$ cat config.mk
export PLATFORM = sky130hd
export DESIGN_NAME = shift_cmd_reg
export DESIGN_NICKNAME = d
export VERILOG_FILES = /design/src/rtl/shcr_pkg.sv /design/src/rtl/shcr_decode.sv /design/src/rtl/shcr_next.sv /design/src/rtl/shift_cmd_reg.sv
export SDC_FILE = /design/constraint.sdc
export NUM_CORES = 1
export LEC_CHECK = 0
export BUFFER_PORTS_ARGS = -buffer_cell sky130_fd_sc_hd__buf_2
export CELL_PAD_IN_SITES_DETAIL_PLACEMENT = 1
export CELL_PAD_IN_SITES_GLOBAL_PLACEMENT = 1
export CORE_MARGIN = 10
export CORE_UTILIZATION = 25
export DETAILED_ROUTE_END_ITERATION = 8
export PLACE_DENSITY = 0.6
export SETUP_SLACK_MARGIN = 0.2
export SLEW_MARGIN = 20
export SYNTH_ARGS = -nofsm -noshare
export SYNTH_HDL_FRONTEND = slang
export SYNTH_SLANG_ARGS = --single-unit
$ cat constraint.sdc
create_clock -name clk -period 1.53 [get_ports clk]
set_input_delay 0.2295 -clock clk [delete_from_list [all_inputs] [get_ports clk]]
set_output_delay 0.2295 -clock clk [all_outputs]
set_load 0.02 [all_outputs]
$ cat src/rtl/shcr_pkg.sv
package shcr_pkg;

    // Operation encoding, fixed by the block's contract.
    typedef enum logic [1:0] {
        OP_LOAD    = 2'b00,
        OP_TO_MSB  = 2'b01,
        OP_LSB_LOG = 2'b10,
        OP_LSB_ARI = 2'b11
    } op_e;

    // Decoded selects used by the per-bit datapath.
    typedef struct packed {
        logic take_load;   // parallel word in
        logic take_lower;  // each bit takes its lower neighbour
        logic keep_sign;   // top bit refills from itself on right moves
    } sel_t;

endpackage

$ cat src/rtl/shcr_decode.sv
module shcr_decode
    import shcr_pkg::*;
(
    input  logic [1:0] op,
    output sel_t       sel
);

    always_comb begin
        sel = '0;
        case (op_e'(op))
            OP_LOAD:    sel.take_load  = 1'b1;
            OP_TO_MSB:  sel.take_lower = 1'b1;
            OP_LSB_LOG: sel.keep_sign  = 1'b0;
            OP_LSB_ARI: sel.keep_sign  = 1'b1;
            default:    sel            = '0;
        endcase
    end

endmodule

$ cat src/rtl/shcr_next.sv
module shcr_next
    import shcr_pkg::*;
#(
    parameter int WIDTH = 8
) (
    input  sel_t             sel,
    input  logic [WIDTH-1:0] cur,
    input  logic [WIDTH-1:0] load_data,
    output logic [WIDTH-1:0] nxt
);

    localparam int TOP = WIDTH - 1;

    logic top_fill;
    assign top_fill = sel.keep_sign & cur[TOP];

    for (genvar i = 0; i < WIDTH; i++) begin : g_bit
        logic from_lower;
        logic from_upper;

        if (i == 0) begin : g_low_edge
            assign from_lower = 1'b0;
        end else begin : g_low_mid
            assign from_lower = cur[i-1];
        end

        if (i == TOP) begin : g_top_edge
            assign from_upper = top_fill;
        end else begin : g_top_mid
            assign from_upper = cur[i+1];
        end

        assign nxt[i] = sel.take_load  ? load_data[i] :
                        sel.take_lower ? from_lower   : from_upper;
    end

endmodule

$ cat src/rtl/shift_cmd_reg.sv
module shift_cmd_reg
    import shcr_pkg::*;
#(
    parameter int WIDTH = 8
) (
    input  logic             clk,
    input  logic             arst,
    input  logic [WIDTH-1:0] load_data,
    input  logic [1:0]       op,
    output logic [WIDTH-1:0] value
);

    localparam int TOP = WIDTH - 1;

    typedef struct packed {
        logic [WIDTH-1:0] word;
    } state_t;

    state_t state_d, state_q;
    sel_t   sel;
    logic [WIDTH-1:0] nxt_word;

    shcr_decode u_decode (
        .op  (op),
        .sel (sel)
    );

    shcr_next #(.WIDTH(WIDTH)) u_next (
        .sel       (sel),
        .cur       (state_q.word),
        .load_data (load_data),
        .nxt       (nxt_word)
    );

    always_comb begin
        state_d      = state_q;
        state_d.word = nxt_word;
    end

    always_ff @(posedge clk or posedge arst) begin
        if (arst) begin
            state_q <= '0;
        end else begin
            state_q <= state_d;
        end
    end

    assign value = state_q.word;

    // load captures the input word
    a_r1_load_word: assert property (@(posedge clk) disable iff (arst)
        (op == 2'b00) |=> (value == $past(load_data)));

    // move toward MSB, zero into bit 0
    a_r2_to_msb: assert property (@(posedge clk) disable iff (arst)
        (op == 2'b01) |=> (value[0] == 1'b0) && (value[TOP:1] == $past(value[TOP-1:0])));

    // logical move toward bit 0, zero into MSB
    a_r3_lsb_logical: assert property (@(posedge clk) disable iff (arst)
        (op == 2'b10) |=> (value[TOP] == 1'b0) && (value[TOP-1:0] == $past(value[TOP:1])));

    // arithmetic move keeps the sign bit
    a_r4_lsb_sign: assert property (@(posedge clk) disable iff (arst)
        (op == 2'b11) |=> (value[TOP] == $past(value[TOP])) && (value[TOP-1:0] == $past(value[TOP:1])));

    // all ones stays all ones under the arithmetic move
    a_r7_ones_fixed: assert property (@(posedge clk) disable iff (arst)
        ((op == 2'b11) && (value == {WIDTH{1'b1}})) |=> (value == {WIDTH{1'b1}}));

endmodule

# Word-level counts from Yosys, hierarchy flattened
# Cells that the tools add are included.
dict set report word_totals {
  elab_cells 24
  register_bits 8
  out_inout_bits 8
  inputBits 12
}
dict set report classes {
  mux 19
  eq_ne 2
  bitwise 1
  n_reduce_logical 1
}
# op count
set op_table {}
lappend op_table {{two-way mux 1 bit} 19}
lappend op_table {{equality test 2 x 1 -> 1 bit, second input constant} 1}
lappend op_table {{equality test 2 bit, second input constant} 1}
lappend op_table {{zero test 2 bit} 1}
lappend op_table {{AND 1 bit} 1}

# Depth between registers and ports, before layout
# Gate-level depths: netlist of run 1.
dict set report logic_depth {
  ltp_word 5
  mapped_depth 3
  depth_no_buf 2
}

# Cells and area by module
# A second synthesis of run 1 with hierarchy kept.
dict set report hier_totals {
  hier_cells 38
  hier_area_um2 411.6
}
# module cells_per_inst n_inst seq_area_each_um2 area_each_um2
set modules_own_cells {}
lappend modules_own_cells {shift_cmd_reg 9 1 200.2 203.9}
lappend modules_own_cells {shcr_next 26 1 0.0 187.7}
lappend modules_own_cells {shcr_decode 3 1 0.0 20.0}

# Worst setup path after synthesis of run 1
# OpenSTA, ideal clock, no wires.
dict set report synth_path {
  path_type {reg2reg}
  start {register state_q, in the netlist value[6]}
  end {register state_q, in the netlist value[7]}
  arrival_ns 0.940
  required_time_ns 1.409
  slack_ns 0.469
  path_stages_with_launch 3
  path_buffers 0
  cell_sequence {dfrtp_1 -> mux2_4 -> a22o_1}
}
dict set report synth_via {
  elab_chain_cells 2
}
# item line_no
set synth_rtl {}
lappend synth_rtl {{from (decl)} shift_cmd_reg.sv:19} ;# state_t state_d, state_q;
lappend synth_rtl {{from (signal assigned)} shift_cmd_reg.sv:44} ;# state_q <= state_d;
lappend synth_rtl {{two-way mux 1 bit} shcr_next.sv:34} ;# sel.take_lower ? from_lower : from_upper;
lappend synth_rtl {{two-way mux 1 bit} shcr_next.sv:33} ;# assign nxt[i] = sel.take_load ? load_data[i] :
lappend synth_rtl {{named net nxt_word[7]} shift_cmd_reg.sv:21} ;# logic [WIDTH-1:0] nxt_word;
# The timed path passes the listed nets, and every way through them passes these cells.

# Final worst setup path of run 1
dict set report layout_path {
  start {register state_q, in the netlist value[3]}
  end {output port value[3]}
}
# item line_no
set layout_rtl {}
lappend layout_rtl {{to (decl)} shift_cmd_reg.sv:10} ;# output logic [WIDTH-1:0] value
# No word-level cell between the ends.

==> run summary, run 1 <==
status - complete, no violations
Num CTS Buffers - 3
yosys warns - 0
final period utilization - 69.1%
Mapped Cells - 33
max-slew violations - 0
Post-Syn Area - 363 sq um
Port Buffer Count - 19
core area - 1330 sq um
Final setup viols - 0
most frequent cells in the layout - buf_2 (19), dfrtp_1 (8), mux2i_1 (6), nand2_1 (6), o21ai_0 (6)
Max-slew headroom - 79.5%
# diodes - 0
Hold Startpoint - load_data[0]
critical path's top delay family - flip-flops
wire per inst - 15.1 um
GRT overflow - 0
Post-DP HPWL - 828 um
startpoint type of the worst setup path - flip-flop
FF+latch area - 200 sq um
reg2reg start - value[6]$_DFF_PP0_
Post-CTS Setup Bufs - 0
Req. time, crit path - 1.30 ns
Area after DPL - 467 sq um
first drt pass iteration count - 4
commonest non-fill, non-tap cell in the layout - buf_2
Crit Path Class - reg2out
CTS resizes - 0
crit path DAT - 0.83 ns
num ports - 20
sequential share of the synthesized area - 55.2%
clock latency at the later pin of the worst-skew pair - 0.26 ns
initial core utilization - 27.2%
DRC - 0
Net Count, Synth - 45
initial antenna violation count - 0
post-layout min period - 1.06 ns
clk buf depth - 2
power per cell area - 1090 nW/um^2
site row count - 13
CP max stage cell - dfrtp_1
Fin. Hold Viols - 0
worst slew pin tran - 0.307 ns
CP max FO - 3
Clk pin slew, worst setup/hold paths - 0.05 ns
largest net degree at the start of global routing - 16
Final Non-Filler Cells - 69
layout cells sized above 1 - 42.6%
CP Buf/Inv Count - 1
CTS tree - built
Iteration-0 DRC Markers - 3
clk_skew - 0.00265 ns
WP depth - 1
area occupied by multi-input gates - 149 sq um
FF-to-FF End - value[7]$_DFF_PP0_
area share of the largest cell type after synthesis - 55.2%
post-route setup TNS - 0 ns
GRT Overall Usage - 6.72%
P&R area growth vs syn - 37.6%
Total Power - 0.545 mW
hold path depth - 2
syn avg cell area - 11.0 sq um
Clock Sinks - 8
Final Cell Area - 499 sq um
Placement Setup Slack - 0.395 ns
post-layout util - 37.4%
DR vias/cell - 4.71
Distinct cells, synth - 9
max FFs per register - 8
Static Leakage - 0.274 nW
DRT antenna net count - 0
MaxCap Viol Count - 0
critical path's largest stage delay - 0.40 ns
ranking of synthesized cells by area - dfrtp_1 (55%), mux2i_1 (17%), o21ai_0 (8.3%)
Die Wd - 58.1 um
fill cell count - 167
Worst Hold Endpoint - value[0]$_DFF_PP0_
Die Span Y - 58.1 um
reg2reg path depth - 2
Clock Tree Root - clkbuf_4
Worst Hold Slack - 0.182 ns
number of global-route vias before repair - 363
final wirelength - 1.04 mm
Synth area leader - dfrtp_1
Routability Congestion - 0.700
Worst setup EP type - primary output
die area - 3380 sq um
first-pass GRT wire length - 1.64 mm
PnR worst setup slack - 0.472 ns
vias - 325
placed insts - 65
RSZ-0062 raised after global routing - false
worst path cell trace - buf_2
#FFs+latches synth - 8
FF-to-FF setup slack - 0.53 ns
worst vdd ir - 0.399 mV
H-tree Lvls - 1
Hold Path Class - in2reg
Peak Freq - 946 MHz
Final #Nets - 68
[synthesized netlist by cell type]
master / count
nand2_1: 6
a22o_1: 2
inv_1: 1
dfrtp_1: 8
o21ai_0: 6
mux2_4: 1
mux2i_1: 6
nor2_1: 1
buf_2: 2
[metal layers]
layer,vias to the layer above,part of all wire (%),track usage [%]
met2,14,45,9.66
met1,148,36,5.62
met5,-,0,0
li1,159,-,-
met3,4,16,7.19
met4,0,2.2,4.03
[what timing repair did]
item	4_1_cts	5_1_grt
hold buffers	1	0
endpoints found under the hold margin	8	0
endpoints found under the setup margin	0	0
[cell type report]
| type | instances | area share (%) |
|---|---|---|
| sequential | 8 | 40.1 |
| multi-input combinational | 22 | 29.8 |
| inverter | 1 | 0.752 |
| tap | 15 | 3.76 |
| timing repair buffer | 20 | 21.1 |
| clock buffer | 3 | 4.51 |
[worst max path at each step]
stage / slack [ns] / startpoint / end
final: 0.47 / value[3]$_DFF_PP0_ / value[3]
after floorplan: 0.47 / value[6]$_DFF_PP0_ / value[7]$_DFF_PP0_
after detailed placement: 0.39 / op[1] / value[7]$_DFF_PP0_
after CTS: 0.46 / value[3]$_DFF_PP0_ / value[3]
after global routing: 0.44 / value[6]$_DFF_PP0_ / value[6]
after global placement: 0.43 / op[1] / value[7]$_DFF_PP0_
[where the power goes]
group	internal (mW)	switching, mW	leakage, nW	total [mW]
Sequential	0.237	0.0180	0.101	0.255
Clock	0.0897	0.0717	0.0138	0.161
Combinational	0.0535	0.0745	0.159	0.128
[kinds of logic after synthesis]
group | Yosys count | synth area share (%)
buf+inv | 3 | 3.79
compound gates | 8 | 13.1
mux | 7 | 20.7
simple gates | 7 | 7.24
flops | 8 | 55.2
Note: power is estimated with default switching activity, not from simulation.
==> inputs of run 2 (changes only) <==
Settings changed: PLACE_DENSITY 0.6 to 0.63.
Clock period 1.53 ns to 0.9 ns, I/O delays scaled along.
==> run 2 against run 1 <==
The run now ends with negative setup slack left. Wire length rose by 14%. Non-clock buffer count rose by 9. Cell area rose by 31%. Power rose by 100%. Clock skew barely moved. Critical path depth rose by 1. Critical endpoint is now value[7].
==> run summary, run 2 (synthesis results as in run 1) <==
Worst Hold Slack - 0.109 ns (was 0.182 ns)
Port Buffer Count - 19 (unchanged)
most frequent cells in the layout - buf_6 (14), buf_2 (11), dfrtp_2 (8) (was buf_2 (19), dfrtp_1 (8), mux2i_1 (6), nand2_1 (6), o21ai_0 (6))
Final setup viols - 10 (was 0)
failing checks - negative setup slack
Peak Freq - 975 MHz
Final #Nets - 77 (was 68)
Max-slew headroom - 79.1% (was 79.5%)
initial core utilization - 27.2% (unchanged)
CP Buf/Inv Count - 2 (was 1)
critical path's largest stage delay - 0.40 ns (about the same)
Fin. Hold Viols - 0 (unchanged)
Worst Hold Endpoint - value[7]$_DFF_PP0_ (was value[0]$_DFF_PP0_)
Req. time, crit path - 0.76 ns (was 1.30 ns)
reg2reg path depth - 2 (unchanged)
CP max stage cell - dfrtp_2 (was dfrtp_1)
largest net degree at the start of global routing - 15 (was 16)
clock latency at the later pin of the worst-skew pair - 0.25 ns (was 0.26 ns)
core area - 1330 sq um (unchanged)
Num CTS Buffers - 3 (unchanged)
FF-to-FF setup slack - -0.09 ns (was 0.53 ns)
Final Cell Area - 653 sq um (was 499 sq um)
first drt pass iteration count - 4 (unchanged)
cell mode on critical path - buf_6
GRT Overall Usage - 7.86% (was 6.72%)
Die Wd - 58.1 um (unchanged)
DRT antenna net count - 0 (unchanged)
commonest non-fill, non-tap cell in the layout - buf_6 (was buf_2)
Hold Startpoint - load_data[7] (was load_data[0])
max-slew violations - 0 (unchanged)
worst path cell trace - buf_6 > buf_6 (was buf_2)
worst slew pin tran - 0.313 ns (was 0.307 ns)
CP max FO - 2 (was 3)
num ports - 20 (unchanged)
Clock power frac - 25.2% (was 29.6%)
Int Power - 0.781 mW (was 0.380 mW)
placed insts - 68 (was 65)
clk buf depth - 2 (unchanged)
Clock Tree Root - clkbuf_4 (unchanged)
hold path depth - 2 (unchanged)
post-layout min period - 1.03 ns
post-route setup TNS - -0.540 ns (was 0 ns)
Worst setup EP type - primary output (unchanged)
P&R area growth vs syn - 80.0% (was 37.6%)
first-pass GRT wire length - 2.03 mm (was 1.64 mm)
die area - 3380 sq um (unchanged)
# diodes - 0 (unchanged)
Iteration-0 DRC Markers - 4 (was 3)
vias - 363 (was 325)
Clk pin slew, worst setup/hold paths - 0.06 ns (was 0.05 ns)
PnR worst setup slack - -0.126 ns (was 0.472 ns)
Static Leakage - 0.329 nW (was 0.274 nW)
power per cell area - 1680 nW/um^2 (was 1090 nW/um^2)
max FFs per register - 8 (unchanged)
Sequential Power Share - 40.6% (was 46.9%)
GRT overflow - 0 (unchanged)
number of global-route vias before repair - 419 (was 363)
wire per inst - 15.1 um (about the same)
Final Non-Filler Cells - 78 (was 69)
CTS tree - built (unchanged)
worst vdd ir - 0.889 mV (was 0.399 mV)
site row count - 13 (unchanged)
DR vias/cell - 4.65 (was 4.71)
logic gate share of total power - 34.2% (was 23.5%)
critical path's top delay family - flip-flops (unchanged)
Routability Congestion - 0.669 (was 0.700)
P_sw - 0.319 mW (was 0.164 mW)
DRC - 0 (unchanged)
Die Span Y - 58.1 um (unchanged)
reg2reg start - value[6]$_DFF_PP0_ (unchanged)
Crit Path Class - reg2out (unchanged)
startpoint type of the worst setup path - flip-flop (unchanged)
final wirelength - 1.18 mm (was 1.04 mm)
final period utilization - 114%
H-tree Lvls - 1 (unchanged)
RSZ-0062 raised after global routing - true (was false)
MaxCap Viol Count - 0 (unchanged)
Area after DPL - 499 sq um (was 467 sq um)
clk_skew - 0.00252 ns (was 0.00265 ns)
Hold Path Class - in2reg (unchanged)
FF-to-FF End - value[7]$_DFF_PP0_ (unchanged)
crit path DAT - 0.89 ns (was 0.83 ns)
layout cells sized above 1 - 65.1% (was 42.6%)
Sw Share - 29.0% (was 30.1%)
Clock Sinks - 8 (unchanged)
initial antenna violation count - 0 (unchanged)
status - finished with violations (was complete, no violations)
## run 2: layout make-up
class | instances | area (sq um)
tap | 15 | 18.8
sequential | 8 | 210
fill | 154 | 681
inverter | 1 | 3.75
multi-input combinational | 22 | 153
clock buffer | 3 | 22.5
timing repair buffer | 29 | 245
## run 2: worst max-delay path by stage
stage                             startpoint            endpoint  slack (ns)  cells after the start
after floorplan           value[6]$_DFF_PP0_  value[7]$_DFF_PP0_       -0.12                      2
after global placement    value[6]$_DFF_PP0_  value[7]$_DFF_PP0_       -0.05                      2
after detailed placement  value[6]$_DFF_PP0_  value[7]$_DFF_PP0_       -0.07                      2
after CTS                 value[7]$_DFF_PP0_            value[7]       -0.13                      2
after global routing      value[7]$_DFF_PP0_            value[7]       -0.16                      2
final                     value[7]$_DFF_PP0_            value[7]       -0.13                      2
## run 2: power groups by stage
stage                     sequential [mW]  combinational, mW  clock [mW]
final                               0.446              0.376       0.277
after floorplan                     0.500             0.0821           0
after CTS                           0.447              0.363       0.289
after global placement              0.444              0.243           0
after detailed placement            0.445              0.247           0
after global routing                0.454              0.408       0.314
## run 2: stage by stage
stage / power (mW) / utilization (%) / worst slack (ns)
after detailed placement: 0.692 / 37.4 / -0.0746
after CTS: 1.10 / 47.8 / -0.134
after global placement: 0.687 / 37.4 / -0.0501
final: 1.10 / 49.0 / -0.126
after floorplan: 0.582 / - / -0.122
after global routing: 1.18 / 49.0 / -0.162
## run 2: worst reg2reg max path: stages (launching register included)
cell,delay (ns)
dfrtp_2,0.40
mux2_4,0.27
a22o_1,0.21
## run 2: repair_timing
item | in CTS | in global routing
setup buffers | 5 | 1
hold buffers | 1 | 0
resized for setup | 21 | 2
endpoints found under the hold margin | 8 | 0
setup endpoints to repair | 16 | 16
pin swaps | 2 | 2
## run 2: per-layer routing
layer  share of wire (%)  vias to the layer above  global-route usage (%)
met1                  47                      173                    9.17
met5                   0                        -                       0
met2                  45                       16                    11.2
li1                    -                      174                       -
met3                 8.0                        0                    5.66
met4                   0                        0                    2.01
